`src/rtl/brg_pkg.sv`:
```
package brg_pkg;
  localparam int AW    = 12;
  localparam int DW    = 64;
  localparam int CW    = 32;

  localparam logic [AW-1:0] A_CFGADDR  = 12'h000;
  localparam logic [AW-1:0] A_WBASE    = 12'h008;
  localparam logic [AW-1:0] A_WMASK    = 12'h010;
  localparam logic [AW-1:0] A_WSTART   = 12'h018;
  localparam logic [AW-1:0] A_UPPER    = 12'h020;
  localparam logic [AW-1:0] A_QUIES    = 12'h028;
  localparam logic [AW-1:0] A_ACC      = 12'h040;
  localparam logic [AW-1:0] A_ACC_AND  = 12'h048;
  localparam logic [AW-1:0] A_ACC_OR   = 12'h050;
  localparam logic [AW-1:0] A_EMSK     = 12'h058;
  localparam logic [AW-1:0] A_EMSK_AND = 12'h060;
  localparam logic [AW-1:0] A_EMSK_OR  = 12'h068;
  localparam logic [AW-1:0] A_WZERO    = 12'h070;
  localparam logic [AW-1:0] A_LOCK     = 12'h078;
  localparam logic [AW-1:0] A_VER      = 12'h080;
  localparam logic [AW-1:0] A_SYNC     = 12'h088;
  localparam logic [AW-1:0] A_CFGDATA  = 12'h100;

  localparam logic [DW-1:0] UPPER_KEEP = 64'hfffc_0000_0000_0000;
  localparam int QUIES_BIT   = 63;
  localparam int AUTORST_BIT = 62;
  localparam int LOCK_BIT    = 0;
  localparam int SYNC_BIT    = 63;
  localparam int CFG_EN_BIT  = 63;

  // reverse the low sz bytes, zero the rest
  function automatic logic [CW-1:0] swap_bytes(input logic [CW-1:0] d,
                                               input logic [3:0] sz);
    case (sz)
      4'd1:    return {24'h0, d[7:0]};
      4'd2:    return {16'h0, d[7:0], d[15:8]};
      4'd4:    return {d[7:0], d[15:8], d[23:16], d[31:24]};
      default: return '0;
    endcase
  endfunction
endpackage

```
`src/rtl/brg_acc_decode.sv`:
```
module brg_acc_decode
  import brg_pkg::*;
(
  input  logic [AW-1:0] addr,
  input  logic [3:0]    size,
  output logic          is_win,
  output logic          ok
);
  logic win_ok, reg_ok;

  always_comb begin
    is_win = (addr[AW-1:2] == A_CFGDATA[AW-1:2]);
    win_ok = is_win && ((size == 4'd1) ||
                        (size == 4'd2 && !addr[0]) ||
                        (size == 4'd4 && addr[1:0] == 2'b00));
    reg_ok = !is_win && (size == 4'd8) && (addr[2:0] == 3'b000);
    ok     = win_ok || reg_ok;
  end
endmodule

```
`src/rtl/brg_cfg_port.sv`:
```
module brg_cfg_port
  import brg_pkg::*;
(
  input  logic          clk,
  input  logic          rst,
  input  logic [DW-1:0] caddr,
  input  logic          fire_wr,
  input  logic [1:0]    byte_lo,
  input  logic [3:0]    size,
  input  logic [CW-1:0] wdata,
  input  logic [12:0]   cfg_limit,
  input  logic [CW-1:0] cfg_rdata,
  output logic [7:0]    cfg_bus,
  output logic [7:0]    cfg_devfn,
  output logic [11:0]   cfg_off,
  output logic [DW-1:0] rd_data,
  output logic          cfg_wr,
  output logic [11:0]   cfg_wr_off,
  output logic [3:0]    cfg_wr_size,
  output logic [CW-1:0] cfg_wr_data
);
  logic live;

  always_comb begin
    cfg_bus   = caddr[59:52];
    cfg_devfn = caddr[51:44];
    cfg_off   = {caddr[43:34], byte_lo};
    live      = caddr[CFG_EN_BIT] && ({1'b0, cfg_off} < cfg_limit);
    rd_data   = live ? {32'h0, swap_bytes(cfg_rdata, size)} : '1;
  end

  always_ff @(posedge clk) begin
    if (rst) begin
      cfg_wr      <= 1'b0;
      cfg_wr_off  <= '0;
      cfg_wr_size <= '0;
      cfg_wr_data <= '0;
    end else begin
      cfg_wr <= fire_wr && live;
      if (fire_wr && live) begin
        cfg_wr_off  <= cfg_off;
        cfg_wr_size <= size;
        cfg_wr_data <= swap_bytes(wdata, size);
      end
    end
  end
endmodule

```
`src/rtl/brg_ctl_regs.sv`:
```
module brg_ctl_regs
  import brg_pkg::*;
#(
  parameter logic [63:0] VERSION_VAL = 64'h0000_0031_0000_0002
) (
  input  logic          clk,
  input  logic          rst,
  input  logic          req_valid,
  input  logic          req_write,
  input  logic [11:0]   req_addr,
  input  logic [3:0]    req_size,
  input  logic [63:0]   req_wdata,
  output logic          rsp_valid,
  output logic          rsp_err,
  output logic [63:0]   rsp_rdata,
  output logic          geo_chg,
  output logic [7:0]    cfg_bus,
  output logic [7:0]    cfg_devfn,
  output logic [11:0]   cfg_off,
  input  logic [12:0]   cfg_limit,
  input  logic [31:0]   cfg_rdata,
  output logic          cfg_wr,
  output logic [11:0]   cfg_wr_off,
  output logic [3:0]    cfg_wr_size,
  output logic [31:0]   cfg_wr_data
);
  logic          is_win, acc_ok;
  logic          wr_go, rd_go, win_wr;
  logic [DW-1:0] caddr_q, wbase_q, wmask_q, wstart_q, upper_q, quies_q;
  logic [DW-1:0] acc_q, emsk_q, wzero_q, lock_q;
  logic [DW-1:0] reg_rd, win_rd, upper_new, quies_new;

  brg_acc_decode u_dec (
    .addr(req_addr), .size(req_size), .is_win(is_win), .ok(acc_ok)
  );

  assign wr_go  = req_valid && req_write && acc_ok && !is_win;
  assign rd_go  = req_valid && !req_write && acc_ok && !is_win;
  assign win_wr = req_valid && req_write && acc_ok && is_win;

  brg_cfg_port u_cfg (
    .clk(clk), .rst(rst), .caddr(caddr_q), .fire_wr(win_wr),
    .byte_lo(req_addr[1:0]), .size(req_size), .wdata(req_wdata[31:0]),
    .cfg_limit(cfg_limit), .cfg_rdata(cfg_rdata),
    .cfg_bus(cfg_bus), .cfg_devfn(cfg_devfn), .cfg_off(cfg_off),
    .rd_data(win_rd), .cfg_wr(cfg_wr), .cfg_wr_off(cfg_wr_off),
    .cfg_wr_size(cfg_wr_size), .cfg_wr_data(cfg_wr_data)
  );

  always_comb begin
    upper_new = req_wdata & UPPER_KEEP;
    quies_new = '0;
    if (!req_wdata[AUTORST_BIT]) quies_new[QUIES_BIT] = req_wdata[QUIES_BIT];
  end

  always_comb begin
    case (req_addr)
      A_CFGADDR: reg_rd = caddr_q;
      A_WBASE:   reg_rd = wbase_q;
      A_WMASK:   reg_rd = wmask_q;
      A_WSTART:  reg_rd = wstart_q;
      A_UPPER:   reg_rd = upper_q;
      A_QUIES:   reg_rd = quies_q;
      A_ACC:     reg_rd = acc_q;
      A_EMSK:    reg_rd = emsk_q;
      A_WZERO:   reg_rd = wzero_q;
      A_LOCK:    reg_rd = lock_q;
      A_VER:     reg_rd = VERSION_VAL;
      A_SYNC:    reg_rd = 64'h1 << SYNC_BIT;
      default:   reg_rd = '0;
    endcase
  end

  // register updates
  always_ff @(posedge clk) begin
    if (rst) begin
      caddr_q <= '0; wbase_q <= '0; wmask_q <= '0; wstart_q <= '0;
      upper_q <= '0; quies_q <= '0; acc_q   <= '0; emsk_q   <= '0;
      wzero_q <= '0; lock_q  <= '0; geo_chg <= 1'b0;
    end else begin
      geo_chg <= 1'b0;
      if (wr_go) begin
        case (req_addr)
          A_CFGADDR:  caddr_q <= req_wdata;
          A_WBASE:    begin wbase_q  <= req_wdata; geo_chg <= (req_wdata != wbase_q);  end
          A_WMASK:    begin wmask_q  <= req_wdata; geo_chg <= (req_wdata != wmask_q);  end
          A_WSTART:   begin wstart_q <= req_wdata; geo_chg <= (req_wdata != wstart_q); end
          A_UPPER:    begin upper_q  <= upper_new; geo_chg <= (upper_new != upper_q);  end
          A_QUIES:    quies_q <= quies_new;
          A_ACC:      acc_q   <= req_wdata;
          A_ACC_AND:  acc_q   <= acc_q & req_wdata;
          A_ACC_OR:   acc_q   <= acc_q | req_wdata;
          A_EMSK:     emsk_q  <= req_wdata;
          A_EMSK_AND: emsk_q  <= emsk_q & req_wdata;
          A_EMSK_OR:  emsk_q  <= emsk_q | req_wdata;
          A_WZERO:    wzero_q <= '0;
          A_LOCK:     lock_q  <= req_wdata;
          default:    ;
        endcase
      end
      if (rd_go && req_addr == A_LOCK) lock_q[LOCK_BIT] <= 1'b1;
    end
  end

  // response
  always_ff @(posedge clk) begin
    if (rst) begin
      rsp_valid <= 1'b0;
      rsp_err   <= 1'b0;
      rsp_rdata <= '0;
    end else begin
      rsp_valid <= req_valid;
      rsp_err   <= req_valid && !acc_ok;
      if (req_valid) begin
        if (!acc_ok)        rsp_rdata <= '1;
        else if (req_write) rsp_rdata <= '0;
        else if (is_win)    rsp_rdata <= win_rd;
        else                rsp_rdata <= reg_rd;
      end
    end
  end
endmodule

```
`config.mk`:
```
export PLATFORM = sky130hd
export DESIGN_NAME = brg_ctl_regs
export DESIGN_NICKNAME = d
export VERILOG_FILES = /design/src/rtl/brg_pkg.sv /design/src/rtl/brg_acc_decode.sv /design/src/rtl/brg_cfg_port.sv /design/src/rtl/brg_ctl_regs.sv
export SDC_FILE = /design/constraint.sdc
export NUM_CORES = 1
export LEC_CHECK = 0
export BUFFER_PORTS_ARGS = -buffer_cell sky130_fd_sc_hd__buf_2
export CAP_MARGIN = 15
export CORE_MARGIN = 3
export CORE_UTILIZATION = 35
export DETAILED_ROUTE_END_ITERATION = 8
export GPL_ROUTABILITY_DRIVEN = 0
export PLACE_DENSITY = 0.52
export RECOVER_POWER = 50
export SKIP_CTS_REPAIR_TIMING = 1
export SYNTH_ARGS = -nofsm -noshare
export SYNTH_HDL_FRONTEND = slang
export SYNTH_HIERARCHICAL = 1
export SYNTH_SLANG_ARGS = --single-unit
export TNS_END_PERCENT = 20
```
`constraint.sdc`:
```
create_clock -name clk -period 4.35 [get_ports clk]
set_input_delay 0.6525 -clock clk [delete_from_list [all_inputs] [get_ports clk]]
set_output_delay 0.6525 -clock clk [all_outputs]
set_load 0.02 [all_outputs]
```
; Word level (Yosys, flattened, before mapping)
; Cells that the tools add are included.
[word_totals]
inputBits = 129
ff_bits = 579
word_cells = 102
out_inout_bits = 144
[classes]
n_reduce_logical = 41
magnitude_cmp = 1
bitwise = 5
n_eq_ne = 23
muxes = 14
[ops]
columns = op, count
row1 = $pmux 64 s11, 1
row2 = $pmux 64 s3, 2
row3 = $mux 64, 4
row4 = $ne 64x64->1, 3
row5 = $pmux 32 s3, 2
row6 = $and 64x64->64, 2
row7 = $or 64x64->64, 2
row8 = $eq 12x7->1 const B, 7
row9 = $eq 12x5->1 const B, 2
row10 = $eq 12x6->1 const B, 2
row11 = $eq 12x8->1 const B, 2
row12 = $reduce_and 2->1, 10
row13 = $logic_and 1x1->1, 16
row14 = $ne 14x14->1, 1
row15 = $lt 12x13->1, 1
row16 = $eq 12x4->1 const B, 1
row17 = $logic_not 12->1, 1
row18 = $eq 10x7->1 const B, 1
row19 = $reduce_bool 3->1, 2
row20 = $eq 4x1->1 const B, 1
row21 = $eq 4x2->1 const B, 1
row22 = $eq 4x3->1 const B, 1
row23 = $eq 4x4->1 const B, 1
row24 = $logic_not 1->1, 4
row25 = other kinds (8), 14

; Longest topological paths before layout
; Gate-level depths: netlist of run 1.
[logic_depth]
depth_word = 11
depth_mapped = 13
depth_no_buf = 11

; Modules after synthesis
; Netlist of run 1, hierarchy kept.
[modules_own_cells]
columns = module, seq_area_each_um2, cells_each, area_each_um2, instances
row1 = brg_ctl_regs, 10610.2, 3162, 24156.9, 1
row2 = brg_cfg_port, 980.9, 385, 3520.9, 1
row3 = brg_acc_decode, 0.0, 13, 92.6, 1

; Worst setup path after synthesis of run 1
; Ideal clock, no wire load.
[synth_timing]
path_kind = input to register
startpoint = in req_addr[5]
endpoint = reg geo_chg
path_stages = 10
arrival_ns = 3.117
required_ns = 4.227
setup_slack_ns = 1.110
path_buffers = 2
setup_ns = 0.123
path_cell_list = buf_2 or4b_4 nor3_4 buf_6 mux2i_1 xor2_1 nand3_1 or4b_2 nor4_1 o21ai_1
[synth_via]
elab_chain_cells = 9
elab_cells_between_ends = 15
cone_classes = eq/ne (5) / mux (1) / bitwise (1) / reduce/logical (8)
[synth_lines]
columns = element, line_no
row1 = from (decl), brg_ctl_regs.sv:10  ; input logic [11:0] req_addr,
row2 = $eq 10x7->1, brg_acc_decode.sv:12  ; is_win = (addr[AW-1:2] == A_CFGDATA[AW-1:2]);
row3 = $logic_not 1->1, "brg_acc_decode.sv:16, brg_ctl_regs.sv:37"
row4 = $logic_and 1x1->1 (2 in a row), brg_acc_decode.sv:16  ; reg_ok = !is_win && (size == 4'd8) && (addr[2:0] == 3'b000);
row5 = $logic_or 1x1->1, brg_acc_decode.sv:17  ; ok = win_ok || reg_ok;
row6 = $logic_and 1x1->1 (2 in a row), brg_ctl_regs.sv:37  ; assign wr_go = req_valid && req_write && acc_ok && !is_win;
row7 = $not 1->1 (no source line), -
row8 = $reduce_or 2->1 (no source line), -
row9 = to (signal assigned), brg_ctl_regs.sv:85  ; A_WBASE: begin wbase_q <= req_wdata; geo_chg <= (req_wdata != wbase_q); end
row10 = to (signal assigned), brg_ctl_regs.sv:86  ; A_WMASK: begin wmask_q <= req_wdata; geo_chg <= (req_wdata != wmask_q); end
row11 = to (signal assigned), brg_ctl_regs.sv:87  ; A_WSTART: begin wstart_q <= req_wdata; geo_chg <= (req_wdata != wstart_q); end
row12 = to (decl), brg_ctl_regs.sv:16  ; output logic geo_chg,
; Several ways; a longest one is shown, not always the timed one.
; A chain may end at the register's enable or synchronous reset.

; Worst setup path in the final report of run 1
[layout_timing]
startpoint = in req_addr[5]
endpoint = reg rsp_rdata[1]
[layout_via]
elab_chain_cells = 6
elab_cells_between_ends = 21
cone_classes = eq/ne (11) / mux (4) / reduce/logical (6)
[layout_lines]
columns = element, line_no
row1 = $eq 10x7->1 *, brg_acc_decode.sv:12
row2 = via is_win, brg_ctl_regs.sv:27  ; logic is_win, acc_ok;
row3 = $logic_not 1->1, brg_acc_decode.sv:16
row4 = $logic_and 1x1->1 (2 in a row), brg_acc_decode.sv:16
row5 = $logic_or 1x1->1, brg_acc_decode.sv:17
row6 = $mux 64 *, brg_ctl_regs.sv:115  ; if (!acc_ok) rsp_rdata <= '1;
row7 = to (signal assigned), brg_ctl_regs.sv:117  ; else if (is_win) rsp_rdata <= win_rd;
row8 = to (signal assigned), brg_ctl_regs.sv:118  ; else rsp_rdata <= reg_rd;
row9 = to (decl), brg_ctl_regs.sv:15  ; output logic [63:0] rsp_rdata,
; Mark *: on every way through the listed nets, which the timed path passes. The rest lies on a longest branch.

==> impl_metrics.yaml, run 1 <==
detailed_routing:
  wl_per_cell_um: 24.1
  first_pass_iters: 9
  via_per_inst: 5.65
  drc: 0
  drt-total-wl_um: 113000
  via_count: 26549
  drt-initial-drc-count: 3031
  ant_nets: 0
synth:
  syn_area_sq_mm: 0.0278
  synth_area_leaders: "dfxtp_1, nand2_1, a21oi_1"
  synth-edff-count: 0
  synth_xor_area_share_pct: 1.51
  synth_top_cell_by_area: "dfxtp_1"
  yosysSeqAreaShare_pct: 41.7
  synth_top_area_share_pct: 41.7
  synth_compound_area_share_pct: 21.0
  yosysUniqueCellTypes: 67
  ys_ff_latch: 579
  synthesis.nets: 3700
  synth_area_per_cell_sq_um: 7.80
  yosys.area_share.simple_pct: 19.5
  synthAdderAreaFrac_pct: 0.496
  yosysWarnings: 6
  synth_cells: 3560
  async_reset_ff_share_pct: 0
  synth_top_family_by_area: "compound AO/OA/AOI/OAI gates"
  synthMuxAreaShare_pct: 7.81
  synth-main-ff-cell: "dfxtp_1"
die:
  die_w_um: 288
  start_util_pct: 35.6
  die_area_sq_mm: 0.0828
  core_sq_mm: 0.0780
  die_y_um: 288
  io_pins: 273
  rows: 102
setup_path:
  critPathCaptureType: "flop"
  worst_path_max_delay_cell: "clkbuf_2"
  crit_arrival_ps: 4460
  r2r-end: "rsp_rdata[1]"
  slowest_delay_ps: 1310
  cp_common_cell: "a21oi_1"
  path_max_fanout: 65
  critPathKind: "input port to flop"
  worstRegToRegCells: 10
  required_ps: 4780
  cp_cell_sequence: "buf_4, nor4_2, nand4b_1, clkbuf_1, inv_4, clkbuf_2, a21oi_1, a21oi_1, nor3_1"
  reg2reg_slack_ps: 680
  r2r_start: "caddr_q[34]"
  cp-start-kind: "input port"
final_layout:
  fin_area_sq_mm: 0.0317
  seq_area_sq_mm: 0.0116
  drive_above_1_share_pct: 11.9
  utilization_pct: 40.6
  fin_nets: 3745
  fill_cells: 8060
  syn_to_final_growth_pct: 14.1
  multi_input_area_sq_mm: 0.0140
sta:
  drv_slew: 206
  finalCriticalPeriod_ps: 4030
  hold_viol: 0
  timing.final.crit_share_pct: 92.6
  fin_setup_tns_ps: 0
  max_freq_ghz: 0.248
  tightest_slew_ps: 2570
  rsz0062_at_grt: "false"
  skew_ps: 27.8
  setup_viol: 0
  setup_ws_ps: 324
  slew-limit-headroom_pct: -71.1
outcome:
  violations: "max-capacitance violations, max-slew violations"
  status: "finished, violations left"
job:
  drv_cap: 4
global_route:
  grt_pass1_wl_um: 166000
  grt_pass1_vias: 24060
  antenna_found_initial: 11
  grt_max_degree: 116
  grt_usage_pct: 26.3
  overflow: 0
placed_design:
  pre_cts_ws_ps: 52.8
  placed_area_sq_mm: 0.0298
  numPortBuffers: 272
  dp_hpwl_um: 75400
clock_network:
  clock_latency_ps: 620
  clock_path_buffers: 3
  htree_levels: 3
  root_buffer: "clkbuf_16"
  cts_buffers: 69
  clkSlewWorstSetupHoldPaths_ps: 50
  clock_sinks: 579
  cts_tree: "built"
min_path:
  hold_class: "input port to flop"
  whs_endpoint: "u_cfg/cfg_wr_off[1]"
  min-delay-start: "req_addr[1]"
  hold_depth: 3
pwr:
  finalPower_mw: 11.9
  ir_drop_v: 0.000230
  power_leakage_nw: 11.1
  p_per_area_mw_per_mm2: 375
-- per-stage QoR --
step	instances	hold slack [ps]
after floorplan	3560	433
after global placement	4574	439
after detailed placement	4574	443
after CTS	4694	350
after global routing	4694	375
final	4697	373
-- cells in the mapped netlist (all sizes together), types with 2 or more instances --
library cell	count
nand2	834
dfxtp	579
a21oi	504
clkbuf	277
nor2	191
o21ai	150
buf	118
mux2i	115
inv	105
a221oi	98
mux2	87
a222oi	80
nor3	80
nand2b	61
o22ai	31
xor2	29
nor4	27
nand3	24
nor2b	22
a22oi	21
xnor2	19
a21o	17
ha	11
a2111oi	9
a221o	9
nand4	8
a211oi	6
nor3b	5
nor4b	5
a31oi	4
o2bb2ai	4
or4	4
nand3b	3
nand4b	3
o31ai	3
or3	3
or4b	2
-- layout make-up --
type,instances,share of cell area (%)
multi-input combinational,2481,44.3
sequential,579,36.6
timing repair buffer,369,6.72
clock buffer,103,6.30
tap,1040,4.11
inverter,105,1.25
clock inverter,17,0.758
antenna,3,0.0237
-- power by group --
| part | internal, mW | switching (mW) | leakage (nW) |
|---|---|---|---|
| clock network | 3.37 | 2.42 | 1.09 |
| logic | 0.185 | 0.531 | 5.38 |
| registers | 5.35 | 0.0278 | 4.68 |
| total | 8.90 | 2.98 | 11.1 |
-- cells in the final DEF (no fill, tap or decap), types with 5 or more instances in the layout --
cell       count
buf_4         73
a221o_1        9
a222oi_1      80
nor3_1        74
nand2b_1      61
xnor2_1       19
a2111oi_0      8
dfxtp_1      579
clkbuf_8      12
mux2_2        80
clkbuf_1     168
clkbuf_16     70
nor4_1        23
nor2b_1       22
clkinv_2       6
a221oi_1      98
buf_2        125
xor2_1        29
mux2i_1      115
mux2_1         5
nand4_1        8
a21oi_1      503
a22oi_1       21
nor2_1       188
inv_1        104
o22ai_1       31
a211oi_1       6
o21ai_0      146
nand3_1       21
a21o_1        17
clkbuf_2       5
buf_12        19
ha_1          11
nand2_1      830
-- logic make-up after synthesis --
group           after synthesis
mux                         202
xor+xnor                     48
compound gates              946
simple gates               1274
flops                       579
buf+inv                     500
fa+ha+maj                    11
-- how the worst max path moves through the flow --
stage                 from           end  slack (ps)  cells after the start
3_3_place_gp   req_addr[5]       geo_chg         130                     10
4_1_cts        req_addr[5]       geo_chg         700                     10
5_1_grt        req_addr[5]  rsp_rdata[1]         270                      9
6_report       req_addr[5]  rsp_rdata[1]         320                      9
2_1_floorplan  req_addr[5]       geo_chg        1110                     10
3_5_place_dp   req_addr[5]       geo_chg          50                     10
-- critical path, delay by kind of cell --
kind / cells / cell delay, ps
AOI/OAI and AO/OA: 2 / 830
and+or+nand+nor: 3 / 760
buffers and inverters: 4 / 2140
-- layer usage --
| layer | wire length [um] | track usage (%) |
|---|---|---|
| met1 | 50700 | 37.5 |
| met2 | 49600 | 40.5 |
| met3 | 9710 | 4.67 |
| met5 | 63 | 0 |
| met4 | 3080 | 7.78 |
-- registers in the layout, summed over array words and instances, names as in the netlist, 64 cells and up --
register and cells:
wmask_q 64, rsp_rdata 64, emsk_q 64, wstart_q 64
caddr_q 64, wbase_q 64, acc_q 64, lock_q 64
(Power assumes the default switching activity.)
==> inputs of run 2 (changes only) <==
--- a/config.mk
+++ b/config.mk
@@ -5,6 +5,7 @@
 export SDC_FILE = /design/constraint.sdc
 export NUM_CORES = 1
 export LEC_CHECK = 0
+export ABC_AREA = 1
 export BUFFER_PORTS_ARGS = -buffer_cell sky130_fd_sc_hd__buf_2
 export CAP_MARGIN = 15
 export CORE_MARGIN = 3
==> run 2 against run 1 <==
The flow still finishes with violations (max-capacitance violations, max-slew violations). Worst hold slack barely moved. Core utilization decreased by 0.71 points. Worst setup slack improved by 460 ps. Global-route usage up 0.65 points. Power increased by 2.6%. Via count up 20%. Cell count increased by 28%. Wire length up 15%. Sequential cell count unchanged. Maximum frequency is 13% higher. First-iteration DRC count shrank 4.3%. Synthesized area is 13% higher. Critical path type unchanged. Largest power group unchanged.
==> impl_metrics.yaml, run 2 <==
global_route:
  antenna_found_initial: 6
  grt_usage_pct: 27.0
  grt_pass1_wl_um: 194000
  grt_max_degree: 208
  overflow: 0
  grt_pass1_vias: 29575
setup_path:
  worstRegToRegCells: 12
  r2r-end: "rsp_rdata[42]"
  path_max_fanout: 96
  crit_arrival_ps: 4050
  r2r_start: "caddr_q[38]"
  required_ps: 4840
  reg2reg_slack_ps: 1520
  cp-start-kind: "input port"
  critPathKind: "input port to flop"
  critPathCaptureType: "flop"
detailed_routing:
  wl_per_cell_um: 21.6
  drt-initial-drc-count: 2901
  via_per_inst: 5.32
  drc: 0
  via_count: 31986
  ant_nets: 0
  drt-total-wl_um: 130000
  first_pass_iters: 6
clock_network:
  clock_path_buffers: 3
  root_buffer: "clkbuf_16"
  cts_buffers: 71
  clkSlewWorstSetupHoldPaths_ps: 60
  htree_levels: 3
  cts_tree: "built"
  clock_sinks: 579
  clock_latency_ps: 630
sta:
  fin_setup_tns_ps: 0
  rsz0062_at_grt: "false"
  skew_ps: 24.8
  finalCriticalPeriod_ps: 3560
  timing.final.crit_share_pct: 82.0
  tightest_slew_ps: 1890
  hold_ws_ps: 373
  setup_viol: 0
  max_freq_ghz: 0.281
  drv_slew: 133
  slew-limit-headroom_pct: -26.0
  hold_viol: 0
outcome:
  status: "finished, violations left"
  violations: "max-capacitance violations, max-slew violations"
min_path:
  hold_class: "input port to flop"
  hold_depth: 3
  whs_endpoint: "acc_q[38]"
  min-delay-start: "req_wdata[38]"
final_layout:
  utilization_pct: 39.9
  syn_to_final_growth_pct: 12.0
  layout_common_cells: "nand2_1, inv_1, dfxtp_1, a21oi_1, o21ai_0"
  fin_area_sq_mm: 0.0350
  fin_nets: 4940
  drive_above_1_share_pct: 7.61
  final_common_cell: "nand2_1"
synth:
  yosysSeqAreaShare_pct: 37.1
  async_reset_ff_share_pct: 0
  synth-main-ff-cell: "dfxtp_1"
  synth_top_cell_by_area: "dfxtp_1"
  ys_ff_latch: 579
  synth-edff-count: 0
  synth_cells: 4820
  synth.top_cells.by_count: "nand2_1, inv_1, dfxtp_1"
  yosysUniqueCellTypes: 42
  synthesis.nets: 4960
  synth_area_leaders: "dfxtp_1, nand2_1, a21oi_1"
  yosysMostFrequentCell: "nand2_1"
  synth_area_per_cell_sq_um: 6.48
  yosysWarnings: 6
  syn_area_sq_mm: 0.0313
  synth_top_area_share_pct: 37.1
job:
  drv_cap: 2
pwr:
  p_per_area_mw_per_mm2: 348
  power_leakage_nw: 12.7
  ir_drop_v: 0.000231
die:
  die_area_sq_mm: 0.0929
  die_w_um: 305
  io_pins: 273
  core_sq_mm: 0.0877
  rows: 108
  start_util_pct: 35.6
  die_y_um: 305
placed_design:
  dp_hpwl_um: 82100
  placed_area_sq_mm: 0.0329
  numPortBuffers: 272
## run 2: cell count changes after synthesis, sizes merged, moves of 75 or more
cell / previous run / this run
o22ai: 31 / 157
nand3: 24 / 266
nand4: 8 / 122
mux2i: 115 / 0
buf: 118 / 193
mux2: 87 / 0
inv: 105 / 701
a221oi: 98 / 2
a222oi: 80 / 0
nand2: 834 / 1119
a211oi: 6 / 130
o21ai: 150 / 348
## run 2: worst max-delay path by stage
stage                      from                   end  slack [ps]  cells past startpoint
finish              req_size[1]          wstart_q[22]         790                     14
global route        req_addr[4]         rsp_rdata[47]         660                     13
floorplan           req_addr[9]  u_cfg/cfg_wr_data[3]        1280                     14
CTS                 req_size[1]             acc_q[31]        1440                     15
detailed placement  req_size[1]             acc_q[31]         760                     15
global placement    req_size[1]             acc_q[24]         830                     15
## run 2: layer usage
metal  GRT usage, %  wire (um)
met1           36.3      55800
met3           3.96       9570
met5              0          0
met2           43.5      59700
met4           10.5       4740
## run 2: cell families (layout without fill, tap and decap cells)
family | count (synthesis) | after routing | synth area share [%]
fa+ha+maj | 11 | 11 | 0.440
simple gates | 1751 | 1751 | 23.5
buf+inv | 1161 | 1192 | 15.4
flops | 579 | 579 | 37.1
xor+xnor | 5 | 5 | 0.140
other cells | 0 | 8 | 0
compound gates | 1313 | 1313 | 23.4
## run 2: critical path: stages
cell and delay [ps]:
buf_2 130, nor2_2 220, inv_1 90, nor3_1 170, clkbuf_1 220, nand3_1 100
nand2_1 180, nand2_1 170, nor3_4 370, clkbuf_1 1040, nand2_4 100, buf_12 290
o21ai_0 210, a21oi_1 60
## run 2: final cells by class
type / instances / area [sq um]
Clock inverter: 17 / 206
Inverter: 703 / 2650
Antenna cell: 8 / 20.0
Clock buffer: 107 / 2120
Fill cell: 9371 / 52700
Multi-Input combinational cell: 3080 / 15000
Tap cell: 1155 / 1450
Timing Repair Buffer: 365 / 2030
Sequential cell: 579 / 11600
## run 2: where the power goes
group	switching (mW)	internal [mW]	total [mW]
Clock	2.48	3.59	6.07
Sequential	0.0221	5.34	5.37
Combinational	0.581	0.175	0.756
## run 2: metrics by stage
stage	total power [mW]	std cells	worst slack, ps
after floorplan	5.90	4820	1280
after global placement	6.24	5881	832
after detailed placement	6.24	5881	762
after CTS	12.3	6005	1440
after global routing	12.5	6009	659
final	12.2	6014	785
